<file path="src/rtl/bpg_pkg.sv">
package bpg_pkg;

    typedef enum logic [1:0] {
        PH_IDLE = 2'd0,
        PH_WAIT = 2'd1,
        PH_GATE = 2'd2
    } phase_e;

    typedef struct packed {
        logic in_q;
        logic prev_q;
    } edge_s;

endpackage

</file>
<file path="src/rtl/bpg_edge_det.sv">
module bpg_edge_det
    import bpg_pkg::*;
(
    input  logic clk,
    input  logic rst_n,
    input  logic sync_n,
    output logic rise
);

    edge_s st_d, st_q;

    always_comb begin
        st_d        = st_q;
        st_d.in_q   = sync_n;
        st_d.prev_q = st_q.in_q;
    end

    always_ff @(posedge clk or negedge rst_n) begin
        if (!rst_n) begin
            st_q <= '{in_q: 1'b1, prev_q: 1'b1};
        end else begin
            st_q <= st_d;
        end
    end

    // Trailing edge of sync: sampled low then high on consecutive clocks
    assign rise = st_q.in_q & ~st_q.prev_q;

endmodule

</file>
<file path="src/rtl/bpg_sequencer.sv">
module bpg_sequencer
    import bpg_pkg::*;
#(
    parameter int DELAY_CYC = 25,
    parameter int WIDTH_CYC = 438
) (
    input  logic clk,
    input  logic rst_n,
    input  logic rise,
    output logic gate_n
);

    localparam int MAX_CYC = (DELAY_CYC > WIDTH_CYC) ? DELAY_CYC : WIDTH_CYC;
    localparam int CNT_W   = $clog2(MAX_CYC + 1);
    localparam logic [CNT_W-1:0] DLY_LAST = CNT_W'(DELAY_CYC - 1);
    localparam logic [CNT_W-1:0] WID_LAST = CNT_W'(WIDTH_CYC - 1);

    typedef struct packed {
        phase_e           phase;
        logic [CNT_W-1:0] cnt;
        logic             gate_n;
    } seq_s;

    seq_s st_d, st_q;

    always_comb begin
        st_d = st_q;
        if (rise) begin
            st_d.phase = PH_WAIT;
            st_d.cnt   = '0;
        end else begin
            unique case (st_q.phase)
                PH_WAIT: begin
                    if (st_q.cnt == DLY_LAST) begin
                        st_d.phase = PH_GATE;
                        st_d.cnt   = '0;
                    end else begin
                        st_d.cnt = st_q.cnt + 1'b1;
                    end
                end
                PH_GATE: begin
                    if (st_q.cnt == WID_LAST) begin
                        st_d.phase = PH_IDLE;
                        st_d.cnt   = '0;
                    end else begin
                        st_d.cnt = st_q.cnt + 1'b1;
                    end
                end
                default: begin
                    st_d.phase = PH_IDLE;
                    st_d.cnt   = '0;
                end
            endcase
        end
        st_d.gate_n = (st_d.phase != PH_GATE);
    end

    always_ff @(posedge clk or negedge rst_n) begin
        if (!rst_n) begin
            st_q <= '{phase: PH_IDLE, cnt: '0, gate_n: 1'b1};
        end else begin
            st_q <= st_d;
        end
    end

    assign gate_n = st_q.gate_n;

endmodule

</file>
<file path="src/rtl/bp_gate_gen.sv">
module bp_gate_gen #(
    parameter int DELAY_CYC = 25,
    parameter int WIDTH_CYC = 438
) (
    input  logic clk,
    input  logic rst_n,
    input  logic csync_n,
    output logic gate_n
);

    logic rise;

    bpg_edge_det u_edge (
        .clk    (clk),
        .rst_n  (rst_n),
        .sync_n (csync_n),
        .rise   (rise)
    );

    bpg_sequencer #(
        .DELAY_CYC (DELAY_CYC),
        .WIDTH_CYC (WIDTH_CYC)
    ) u_seq (
        .clk    (clk),
        .rst_n  (rst_n),
        .rise   (rise),
        .gate_n (gate_n)
    );

endmodule

</file>
<file path="config.mk">
export PLATFORM = sky130hd
export DESIGN_NAME = bp_gate_gen
export DESIGN_NICKNAME = d
export VERILOG_FILES = /design/src/rtl/bpg_pkg.sv /design/src/rtl/bpg_edge_det.sv /design/src/rtl/bpg_sequencer.sv /design/src/rtl/bp_gate_gen.sv
export SDC_FILE = /design/constraint.sdc
export NUM_CORES = 1
export LEC_CHECK = 0
export BUFFER_PORTS_ARGS = -buffer_cell sky130_fd_sc_hd__buf_2
export CAP_MARGIN = 5
export CORE_MARGIN = 1.5
export CORE_UTILIZATION = 35
export DETAILED_ROUTE_END_ITERATION = 16
export GPL_TIMING_DRIVEN = 0
export PLACE_DENSITY = 0.47
export RECOVER_POWER = 50
export SYNTH_ARGS = -nofsm -noshare
export SYNTH_HDL_FRONTEND = slang
export SYNTH_HIERARCHICAL = 1
export SYNTH_SLANG_ARGS = --single-unit
export TNS_END_PERCENT = 100
</file>
<file path="constraint.sdc">
create_clock -name clk -period 1.8 [get_ports clk]
set_clock_uncertainty 0.15 [all_clocks]
set_input_delay 0.36 -clock clk [delete_from_list [all_inputs] [get_ports clk]]
set_output_delay 0.36 -clock clk [all_outputs]
set_load 0.01 [all_outputs]
</file>
; ---- Yosys cells after proc, flatten, opt, wreduce, memory -nomap -nowiden
; Index checks and enable logic that the tools add are counted.
[classes]
n_eq_ne = 5
muxes = 6
n_addsub = 1
bitwise = 2
[op_table]
columns = operator, n
row1 = $pmux W11 S2, 1
row2 = $mux W9, 2
row3 = $mux W11, 1
row4 = $add A9 B1 Y9 const B, 1
row5 = $eq A9 B5 Y1 const B, 1
row6 = $eq A9 B9 Y1 const B, 1
row7 = $mux W2, 2
row8 = $eq A2 B1 Y1 const B, 1
row9 = $eq A2 B2 Y1 const B, 1
row10 = $ne A2 B2 Y1 const B, 1
row11 = $and A1 B1 Y1, 1
row12 = $not A1 Y1, 1
[word_totals]
word_cells = 19
in_bits = 3
ff_bits = 14

; ---- Depth between registers and ports, before layout
; Gate-level depths: netlist of the first run.
[depth]
word_depth = 5
mapped_depth = 6
mapped_depth_nobuf = 6

; ---- Hierarchy
; Netlist of the first run, hierarchy kept.
[by_module_without_submodules]
columns = module, n_inst, cells_per_inst, area_per_inst_um2, seq_area_each_um2
row1 = bpg_sequencer, 1, 68, 671.9, 301.5
row2 = bpg_edge_det, 1, 3, 66.3, 52.6

; ---- Worst setup path after synthesis of the first run
; OpenSTA, ideal clock, no wires.
[synth_timing]
path_type = register to register
start = reg u_seq/st_q[2] (netlist name)
end = reg u_seq/st_q[3] (netlist name)
n_path_buf = 0
arrival_time_ps = 1225
slack_ps = 299
synth_period_minus_slack_ps = 1501
path_stages_with_launch = 7
path_cell_list = dfrtp_1 inv_1 ha_1 nand4b_1 o31a_1 o21ai_4 nor2_1
[synth_lines]
columns = item, line_no
row1 = from (decl), bpg_sequencer.sv:24  ; seq_s st_d, st_q;
row2 = from (signal assigned), bpg_sequencer.sv:60  ; st_q <= '{phase: PH_IDLE, cnt: '0, gate_n: 1'b1};
row3 = from (signal assigned), bpg_sequencer.sv:62  ; st_q <= st_d;

==> results.tsv, run 1 <==
stage	metric	value	unit
synth	syn_nets	79	
synth	ys_seq_area_share	48.0	%
sta	slew_violations	0	
sta	fmax	588	MHz
route	drtIter0Drc	10	
critical_path	cp_num_buf_inv	1	
min_path	holdPathStages	1	
power	p_switching	0.123	mW
cts	cts_tree	built	
floorplan	start_util	37.2	%
global_route	grt_pass1_vias	526	
sta	finalHoldViolCount	0	
critical_path	r2r_cells	6	
synth	synthMuxAreaShare	0	%
critical_path	startpoint_type	flip-flop	
critical_path	max_stage_delay	0.42	ns
power	vdd_drop_max	0.000339	V
critical_path	path_class	flip-flop to flip-flop	
synth	syn_area_per_cell	10.4	µm²
cts	cts_sinks	14	
global_route	grt_pass1_wl	2410	µm
power	power_density	658	nW/µm²
power	switching_share	22.8	%
power	p_leak	0.318	nW
floorplan	die_h	48.9	µm
run_status	status	finished, final reports clean	
global_route	grt_start_max_net_pins	15	
route	wirelength	1360	µm
place	dpl_cell_area	787	µm²
synth	synth_seq_cells	14	
cells_and_area	drive_gt1_share	16.5	%
sta	fin_ws	0.0998	ns
cells_and_area	fin_cells	106	
global_route	grt_use_total	13.5	%
global_route	antenna_found_initial	0	
min_path	hold_path.class	primary input to flip-flop	
cts	clockBufferDepth	2	
critical_path	cp_top_family	compound AO/OA/AOI/OAI gates	
route	via_count	490	
sta	rsz0062_at_grt	yes	
synth	synth_top_family_by_area	simple AND/OR/NAND/NOR gates	
place	numPlacedInstances	101	
critical_path	cp-end-kind	flip-flop	
synth	synth_compound_area_share	9.83	%
cts	cts_root_buf	clkbuf_4	
floorplan	die_w	48.9	µm
synth	yosys.area_share.simple	22.4	%
route	route.detailed.wl_per_inst	12.8	µm
job	maxCapViolCount	0	
global_route	overflow	0	
min_path	min_from	csync_n	
route	drt-vias-per-instance	4.62	
synth	yosysTopAreaCell	dfrtp_1	
cts	path_clk_slew	0.09	ns
power	power	0.541	mW
synth	synth_area	738	µm²
cells_and_area	fill_cells	194	
floorplan	core	1980	µm²
floorplan	rows	16	
place	dp_hpwl	968	µm
sta	relSlewSlack	46.2	%
critical_path	critPathSlowestCell	dfrtp_1	
cts	clock_latency	0.28	ns
cells_and_area	design_area	822	µm²
sta	tightest_slew	0.807	ns
sta	min_period	1.70	ns
power	clkPwrFrac	34.8	%
cells_and_area	fin_nets	88	
power	p_comb_share	5.4	%
cts	cts_resized	0	
place	dp_slack	0.107	ns
route	antenna_left	0	
cells_and_area	antenna_cells	0	
critical_path	cp_cell_sequence	inv_1, ha_1, nand4b_1, o31a_1, o21ai_4, nor2_1	
sta	setup_violations	0	
critical_path	required	1.81	ns
synth	ys_top_cells_by_area	dfrtp_1 (37%), dfstp_2 (11%), ha_1 (8.5%)	
route	drc	0	
floorplan	boundaryPins	4	
sta	whs	0.0250	ns
cts	cts_inserted_buffers	3	
cells_and_area	area_growth_syn_to_layout	11.4	%
critical_path	rr_startpoint	u_seq/st_q[2]$_DFF_PN0_	
power	p_seq_share	59.9	%
synth	synth_fa_ha_area_share	8.47	%
synth	synth_warnings	6	
min_path	worst_hold_path.endpoint	u_edge/st_d[0]$_DFF_PN1_	
critical_path	worstPathArrival	1.71	ns
synth	postSynthCellCount	71	
synth	synthDistinctLibCells	23	
critical_path	path_max_fanout	9	
floorplan	die-area	2390	µm²
power	intPower	0.418	mW
critical_path	r2r-end	u_seq/st_q[5]$_DFF_PN0_	
synth	yosysTopAreaCellShare	37.3	%
cts	h-tree-depth	1	
sta	finalCritPeriodShare	94.5	%
critical_path	reg2reg_slack	0.1	ns
sta	final.setup.tns	0	ns
cells_and_area	final_util	41.5	%
place	finalWeightedCongestion	0.758	
place	numPortBuffers	3	
route	dr.pass1.iters	4	
synth	synth-xor-area-share	8.31	%
==> cell families after synthesis <==
family | count (synthesis)
AND/OR/NAND/NOR | 30
flip-flops | 14
AO/OA/AOI/OAI | 9
XOR/XNOR | 7
buffers and inverters | 6
adder cells (fa/ha/maj) | 5
==> Yosys cell counts <==
master,instances
dfstp_2,3
nand3_1,3
xnor2_1,5
dfrtp_1,11
o211ai_1,1
xor2_1,2
o31a_1,1
o21ai_0,1
nor2_1,13
a21oi_1,2
a21boi_2,1
nand2_1,7
nand2b_1,1
o31ai_1,1
nor3_1,2
inv_1,6
nand4b_1,1
ha_1,5
nor4b_4,1
and4bb_2,1
o22ai_1,1
o21ai_4,1
nor2b_4,1
==> repair_timing <==
action / 4_1_cts / 5_1_grt
hold buffers: 1 / 0
setup endpoints to repair: 0 / 2
endpoints found under the hold margin: 11 / 0
setup buffers: 0 / 0
==> worst max path at each step <==
stage	from	endpoint	slack, ns	depth (start not counted)
floorplan	u_seq/st_q[2]$_DFF_PN0_	u_seq/st_q[3]$_DFF_PN0_	0.30	6
global placement	u_seq/st_q[2]$_DFF_PN0_	u_seq/st_q[9]$_DFF_PN0_	0.12	6
detailed placement	u_seq/st_q[1]$_DFF_PN0_	u_seq/st_q[9]$_DFF_PN0_	0.11	6
CTS	u_seq/st_q[1]$_DFF_PN0_	u_seq/st_q[6]$_DFF_PN0_	0.09	6
global route	u_seq/st_q[1]$_DFF_PN0_	u_seq/st_q[7]$_DFF_PN0_	-0.004	6
finish	u_seq/st_q[2]$_DFF_PN0_	u_seq/st_q[5]$_DFF_PN0_	0.1	6
==> registers in the layout, summed over array words and instances, names as in the netlist <==
register / cells
u_edge/st_q: 1
u_seq/st_q: 11
u_edge/st_d: 1
u_seq/gate_n: 1
==> per-layer routing <==
layer	global-route usage (%)	vias up	wire length [µm]
met5	0	-	0
met4	8.57	0	20
met3	1.84	2	34
met2	20.1	7	586
met1	18.3	229	717
li1	-	252	-
==> power by group through the flow <==
stage,Clock (mW),Combinational [mW],Sequential (mW)
after global placement,0,0.0278,0.330
after global routing,0.213,0.0335,0.325
after floorplan,0,0.0165,0.329
final,0.188,0.0290,0.324
after CTS,0.198,0.0300,0.324
after detailed placement,0,0.0282,0.330
==> layout make-up <==
type	count	area [µm²]	area share [%]
tap	27	33.8	4.11
timing repair buffer	4	23.8	2.89
multi-input combinational	51	362	44.0
inverter	6	22.5	2.74
sequential	14	354	43.1
clock buffer	4	26.3	3.20
==> cell usage in the layout (no fill, tap or decap), drive strengths merged <==
cell type,synthesis,layout
xnor2,5,5
o22ai,1,1
nor3,2,2
nand2,7,7
xor2,2,2
o31a,1,1
ha,5,5
o31ai,1,1
dfrtp,11,11
nand3,3,3
nor2,13,13
inv,6,6
o21ai,2,2
nand4b,1,1
clkbuf,0,5
nor4b,1,1
nand2b,1,1
dlygate4sd3,0,1
a21boi,1,1
o211ai,1,1
buf,0,2
dfstp,3,3
and4bb,1,1
nor2b,1,1
a21oi,2,2
(Power assumes the default switching activity.)
==> run 2: changes to the inputs <==
- SYNTH_HIERARCHICAL: 1 -> not set
==> run 2 against run 1 <==
Against the previous run: combinational power grew 23%; via count grew 9.4%; register-to-register slack lost 0.03 ns; utilization grew 3.8 points; critical path type unchanged; critical path depth is the same; total power grew 8.7%; highest routed layer unchanged; synthesized cell count is the same; largest cell class unchanged; sequential share of layout area shrank 3.1 points.
==> results.tsv, run 2 <==
stage	metric	value	unit	change
power	p_comb_share	6.0	%	+0.6 points
global_route	overflow	0		unchanged
synth	synth_seq_cells	14		unchanged
synth	ys_seq_area_share	48.7	%	+0.74 points
cells_and_area	final_util	45.3	%	+3.8 points
power	intPower	0.458	mW	+9.7%
sta	slew_violations	0		unchanged
cts	cts_root_buf	clkbuf_4		
place	finalWeightedCongestion	0.733		-3.3%
power	power_density	662	nW/µm²	+0.63%
floorplan	die_h	48.6	µm	-0.72%
cells_and_area	fill_cells	212		+9.3%
critical_path	startpoint	u_seq.st_q[2]$_DFF_PN0_		
sta	rsz0062_at_grt	yes		
route	drt-vias-per-instance	4.92		+6.4%
sta	finalCritPeriodShare	95.9	%	+1.4 points
power	clkPwrFrac	38.8	%	+4.0 points
cts	h-tree-depth	1		unchanged
cells_and_area	fin_cells	109		+2.8%
synth	postSynthCellCount	71		unchanged
synth	syn_nets	79		unchanged
cells_and_area	layout_common_cells	nor2_1 (14), dfrtp_1 (10), inv_1 (5), xnor2_1 (5)		
global_route	grt_start_max_net_pins	15		unchanged
cts	clock_latency	0.28	ns	about the same
synth	yosysTopAreaCellShare	37.9	%	+0.58 points
floorplan	die-area	2360	µm²	-1.4%
sta	setup_violations	0		unchanged
cts	cts_sinks	14		unchanged
cells_and_area	largest-register	u_seq.st_q		
synth	synth_common_cells	nor2_1 (14), dfrtp_1 (11), inv_1 (7)		
critical_path	required	1.82	ns	about the same
synth	yosysMostFrequentCell	nor2_1		
global_route	antenna_found_initial	0		unchanged
route	route.detailed.wl_per_inst	11.6	µm	-9.4%
power	p_seq_share	55.1	%	-4.8 points
synth	synthFlopType	dfrtp_1		
floorplan	rows	16		unchanged
cts	path_clk_slew	0.09	ns	about the same
sta	whs	0.240	ns	+0.215 ns
floorplan	core	1960	µm²	-1.0%
sta	final.setup.tns	0	ns	unchanged
sta	min_period	1.73	ns	+0.0258 ns
route	drtIter0Drc	4		-6
cells_and_area	largest_reg_flops	11		unchanged
critical_path	worstPathArrival	1.75	ns	+0.04 ns
route	antenna_left	0		unchanged
cells_and_area	drive_gt1_share	25.6	%	+9.2 points
power	switching_share	22.1	%	-0.68 points
route	drc	0		unchanged
synth	synth_warnings	0		-6
critical_path	rr_startpoint	u_seq.st_q[2]$_DFF_PN0_		
sta	relSlewSlack	74.7	%	+28 points
place	dp_hpwl	853	µm	-12%
cells_and_area	mostFrequentLayoutCell	nor2_1		
synth	ys_top_cells_by_area	dfrtp_1 (38%), dfstp_2 (11%), ha_1 (8.6%)		
min_path	min_from	u_edge.st_d[0]$_DFF_PN1_		
global_route	grt_pass1_vias	511		-2.9%
route	dr.pass1.iters	4		unchanged
global_route	grt_use_total	12.9	%	-0.53 points
cells_and_area	fin_nets	91		+3.4%
floorplan	die_w	48.6	µm	-0.72%
critical_path	cp-end-kind	flip-flop		
sta	fmax	579	MHz	-1.5%
power	power	0.588	mW	+8.7%
synth	synth_area	727	µm²	-1.5%
sta	finalHoldViolCount	0		unchanged
critical_path	path_class	flip-flop to flip-flop		
synth	synthArstFlopShare	100	%	unchanged
run_status	status	finished, final reports clean		
cts	clockBufferDepth	2		unchanged
synth	synthDistinctLibCells	22		-4.3%
place	numPortBuffers	3		unchanged
floorplan	boundaryPins	4		unchanged
min_path	hold_path.class	flip-flop to flip-flop		
cts	cts_tree	built		
power	p_leak	0.345	nW	+8.6%
floorplan	start_util	37.1	%	-0.19 points
critical_path	startpoint_type	flip-flop		
power	vdd_drop_max	0.000431	V	+27%
cells_and_area	antenna_cells	0		unchanged
route	wirelength	1270	µm	-6.8%
cts	cts_inserted_buffers	3		unchanged
cells_and_area	area_growth_syn_to_layout	22.2	%	
job	maxCapViolCount	0		unchanged
global_route	grt_pass1_wl	2270	µm	-5.7%
place	numPlacedInstances	101		unchanged
critical_path	path_max_fanout	5		-4
synth	yosysTopAreaCell	dfrtp_1		
synth	syn_area_per_cell	10.2	µm²	-1.5%
route	via_count	536		+9.4%
synth	synth_edf_count	0		unchanged
sta	tightest_slew	0.380	ns	-0.427 ns
power	p_switching	0.130	mW	+5.5%
run 2: layout make-up:
| cell class | instances | area [µm²] | area share (%) |
|---|---|---|---|
| Timing Repair Buffer | 6 | 42.5 | 4.79 |
| Tap cell | 27 | 33.8 | 3.80 |
| Clock buffer | 4 | 36.3 | 4.08 |
| Multi-Input combinational cell | 51 | 394 | 44.4 |
| Sequential cell | 14 | 355 | 40.0 |
| Inverter | 7 | 26.3 | 2.96 |
run 2: what timing repair did:
item | in CTS | in global routing
buffers inserted | 0 | 1
pin swaps | 3 | 8
gates resized for setup | 1 | 9
cloned | 1 | 0
endpoints found under the hold margin | 11 | 1
hold buffers | 1 | 1
setup endpoints to repair | 10 | 11
run 2: path summary, 6_finish.rpt:
kind                                            endpoint  cells after the start  slack, ns
worst max-delay path             u_seq.st_q[5]$_DFF_PN0_                      6       0.07
worst min-delay path            u_edge.st_q[0]$_DFF_PN1_                      0       0.24
worst max register to register   u_seq.st_q[5]$_DFF_PN0_                      6       0.07
worst min register to register  u_edge.st_q[0]$_DFF_PN1_                      0       0.24
max in group asynchronous       u_edge.st_d[0]$_DFF_PN1_                      2       0.87
min in group asynchronous        u_seq.st_q[6]$_DFF_PN0_                      2       0.35
run 2: power by group through the flow:
stage | Clock [mW] | Sequential (mW) | Combinational (mW)
3_3_place_gp | 0 | 0.329 | 0.0273
6_report | 0.229 | 0.324 | 0.0356
4_1_cts | 0.237 | 0.324 | 0.0315
3_5_place_dp | 0 | 0.330 | 0.0272
5_1_grt | 0.257 | 0.325 | 0.0416
2_1_floorplan | 0 | 0.329 | 0.0153
run 2: cell families (layout without fill, tap and decap cells):
logic type                 Yosys count  count (layout)  synth area share (%)
muxes                                1               1                  1.38
and+or+nand+nor                     29              29                  19.6
DFF                                 14              14                  48.7
buffers and inverters                7              17                  3.62
xor gates and xnor gates             7               7                  8.43
AOI/OAI and AO/OA                    8               9                  9.64
adders and majority gates            5               5                  8.61
run 2: critical path, stage by stage (launching register included):
cell     delay, ns
dfrtp_1       0.40
inv_2         0.08
ha_4          0.12
inv_2         0.03
o41a_1        0.51
o21ai_4       0.27
nor2_1        0.06
run 2: per-layer routing:
| layer | routed length [µm] | track usage, % | vias to the layer above |
|---|---|---|---|
| met5 | 0 | 0 | - |
| met4 | 12 | 4.76 | 0 |
| met3 | 65 | 7.10 | 2 |
| met2 | 566 | 19.2 | 9 |
| met1 | 620 | 15.8 | 260 |
| li1 | - | - | 265 |
run 2: stage by stage:
step | setup WS, ns | area, µm²
6_report | 0.0740 | 888
3_5_place_dp | -0.174 | 776
3_3_place_gp | -0.153 | 776
2_1_floorplan | 0.102 | 727
5_1_grt | -0.00241 | 888
4_1_cts | 0.0317 | 837
==> run 3: changes to the inputs <==
- ABC_AREA: not set -> 1
- CORE_UTILIZATION: 35 -> 56
- PLACE_DENSITY: 0.47 -> 0.7
==> run 3 against run 2 <==
Against the previous run: worst setup slack better by 0.22 ns; sequential share of layout area up 2.7 points; synthesized area grew 3.3%; first-iteration DRC count is 50% higher; non-clock buffer count shrank 2; register-to-register slack improved by 0.22 ns; global-route usage rose by 7.1 points; utilization increased by 20 points; sequential power barely moved; wire length down 2.1%; die area down 33%; combinational power fell by 20%; critical endpoint is now u_seq.st_q[4]$_DFF_PN0_.
==> results.tsv, run 3 <==
stage	metric	value	unit	change
sta	relSlewSlack	49.5	%	-25 points
power	power	0.580	mW	-1.4%
cts	h-tree-depth	1		unchanged
critical_path	startpoint_type	flip-flop		
synth	postSynthCellCount	92		+30%
synth	yosysMostFrequentCell	nand2_1		
route	drtIter0Drc	6		+2
synth	synthFlopType	dfrtp_1		
floorplan	die_h	39.6	µm	-18%
sta	finalHoldViolCount	0		unchanged
synth	synth_warnings	0		unchanged
power	vdd_drop_max	0.000484	V	+12%
synth	ys_top_cells_by_area	dfrtp_1 (37%), nand2_1 (11%), dfstp_2 (11%)		
synth	synth_seq_cells	14		unchanged
synth	synth_compound_area_share	1.33	%	-8.3 points
synth	yosysTopAreaCellShare	36.7	%	-1.2 points
synth	yosysTopAreaCell	dfrtp_1		
sta	tightest_slew	0.757	ns	+0.377 ns
place	dp_hpwl	947	µm	+11%
sta	finalCritPeriodShare	83.6	%	-12 points
cells_and_area	area_growth_syn_to_layout	10.5	%	
cts	cts_inserted_buffers	3		unchanged
cells_and_area	layout_common_cells	nand2_1 (22), inv_1 (17), nor2_1 (17)		
global_route	antenna_found_initial	0		unchanged
power	p_leak	0.373	nW	+7.9%
sta	fin_ws	0.296	ns	+0.222 ns
sta	slew_violations	0		unchanged
cells_and_area	fin_nets	109		+20%
critical_path	path_class	flip-flop to flip-flop		
cells_and_area	mostFrequentLayoutCell	nand2_1		
cts	cts_tree	built		
floorplan	rows	13		-3
floorplan	die_w	39.6	µm	-18%
sta	setup_violations	0		unchanged
cells_and_area	fill_cells	114		-46%
power	power_density	699	nW/µm²	+5.6%
synth	synth_top_family_by_area	simple AND/OR/NAND/NOR gates		
sta	rsz0062_at_grt	no		
synth	synth-xor-area-share	7.00	%	-1.4 points
cts	cts_sinks	14		unchanged
global_route	overflow	0		unchanged
global_route	grt_use_total	20.1	%	+7.1 points
cts	clock_latency	0.28	ns	about the same
cts	cts_root_buf	clkbuf_4		
place	numPortBuffers	3		unchanged
synth	yosys.area_share.simple	27.7	%	+8.0 points
route	route.detailed.wl_per_inst	10.8	µm	-7.2%
synth	synth_area	751	µm²	+3.3%
synth	synth_common_cells	nand2_1 (22), inv_1 (17), nor2_1 (17)		
sta	final.setup.tns	0	ns	unchanged
place	dp_slack	0.308	ns	+0.481 ns
synth	synth_fa_ha_area_share	8.33	%	-0.27 points
cells_and_area	largest-register	u_seq.st_q		
min_path	hold_path.class	primary input to flip-flop		
critical_path	cp-end-kind	flip-flop		
synth	ys_seq_area_share	47.2	%	-1.5 points
route	drc	0		unchanged
global_route	grt_start_max_net_pins	15		unchanged
synth	syn_nets	100		+27%
critical_path	required	1.82	ns	about the same
cts	path_clk_slew	0.09	ns	about the same
critical_path	worstPathArrival	1.52	ns	-0.23 ns
floorplan	die-area	1570	µm²	-33%
cts	cts_setup_buffers	0		unchanged
sta	fmax	665	MHz	+15%
cells_and_area	drive_gt1_share	11.0	%	-15 points
route	dr.pass1.iters	4		unchanged
floorplan	start_util	59.2	%	+22 points
synth	synth_edf_count	0		unchanged
job	maxCapViolCount	0		unchanged
cells_and_area	antenna_cells	0		unchanged
route	wirelength	1240	µm	-2.1%
critical_path	path_max_fanout	9		+4
cells_and_area	largest_reg_flops	11		unchanged
synth	syn_area_per_cell	8.16	µm²	-20%
route	drt-vias-per-instance	4.89		-0.62%
sta	min_period	1.50	ns	-0.222 ns
route	via_count	562		+4.9%
place	finalWeightedCongestion	0.791		+7.9%
synth	synthArstFlopShare	100	%	unchanged
synth	synthDistinctLibCells	15		-32%
global_route	grt_pass1_vias	524		+2.5%
global_route	grt_pass1_wl	2100	µm	-7.3%
cts	clockBufferDepth	2		unchanged
floorplan	boundaryPins	4		unchanged
run_status	status	finished, final reports clean		
route	antenna_left	0		unchanged
floorplan	core	1270	µm²	-35%
synth	synthMuxAreaShare	0	%	-1.4 points
==> run 3: path summary, 6_finish.rpt <==
check                                      endpoint  slack (ns)  depth (start not counted)                      from
setup / recovery            u_seq.st_q[4]$_DFF_PN0_        0.30                          9   u_seq.st_q[2]$_DFF_PN0_
hold / removal             u_edge.st_d[0]$_DFF_PN1_        0.03                          1                   csync_n
setup reg to reg            u_seq.st_q[4]$_DFF_PN0_        0.30                          9   u_seq.st_q[2]$_DFF_PN0_
hold reg to reg            u_edge.st_q[0]$_DFF_PN1_        0.23                          0  u_edge.st_d[0]$_DFF_PN1_
max in group asynchronous   u_seq.st_q[1]$_DFF_PN0_        0.52                          2                     rst_n
min in group asynchronous   u_seq.st_q[7]$_DFF_PN0_        0.50                          2                     rst_n
==> run 3: area by class of cell <==
class                           count  area (µm²)  share of cell area [%]
Sequential cell                    14         354                    42.7
Multi-Input combinational cell     61         333                    40.1
Inverter                           17        63.8                    7.69
Clock buffer                        4        36.3                    4.37
Timing Repair Buffer                4        23.8                    2.87
Tap cell                           15        18.8                    2.26
==> run 3: per-stage QoR <==
stage	cell area, µm²	utilization [%]	instances	hold slack [ns]
after floorplan	751	-	92	-0.0856
after global placement	785	61.8	110	0.122
after detailed placement	785	61.8	110	0.123
after CTS	831	65.5	115	0.0225
after global routing	830	65.4	115	0.0129
final	830	65.4	115	0.0304
==> run 3: critical path, stage by stage (launching register included) <==
cell and delay (ns):
dfrtp_1 0.41, inv_1 0.09, ha_1 0.14, nand2_1 0.05, nor2_1 0.14, nand2_1 0.09
nand2_1 0.08, nand2_2 0.07, nand3_4 0.11, nor2_1 0.06
==> run 3: cell families after synthesis <==
family,count (synthesis)
simple gates,48
buf+inv,17
flops,14
xor+xnor,6
fa+ha+maj,5
compound gates,2
==> run 3: what timing repair did <==
item / in CTS / in global routing
hold buffers: 1 / 0
gates resized for setup: 0 / 0
hold endpoints to repair: 11 / 0
==> run 3: power by group <==
part	leakage, nW	internal (mW)	switching, mW
clock network	0.0210	0.123	0.106
logic	0.168	0.00871	0.0198
registers	0.183	0.320	0.00300
==> run 3: per-layer routing <==
| metal | wire [µm] | global-route usage (%) | share of wire [%] |
|---|---|---|---|
| met5 | 0 | 0 | 0 |
| met4 | 5 | 7.76 | 0.40 |
| met3 | 28 | 3.41 | 2.3 |
| met2 | 605 | 33.2 | 49 |
| met1 | 599 | 25.7 | 48 |
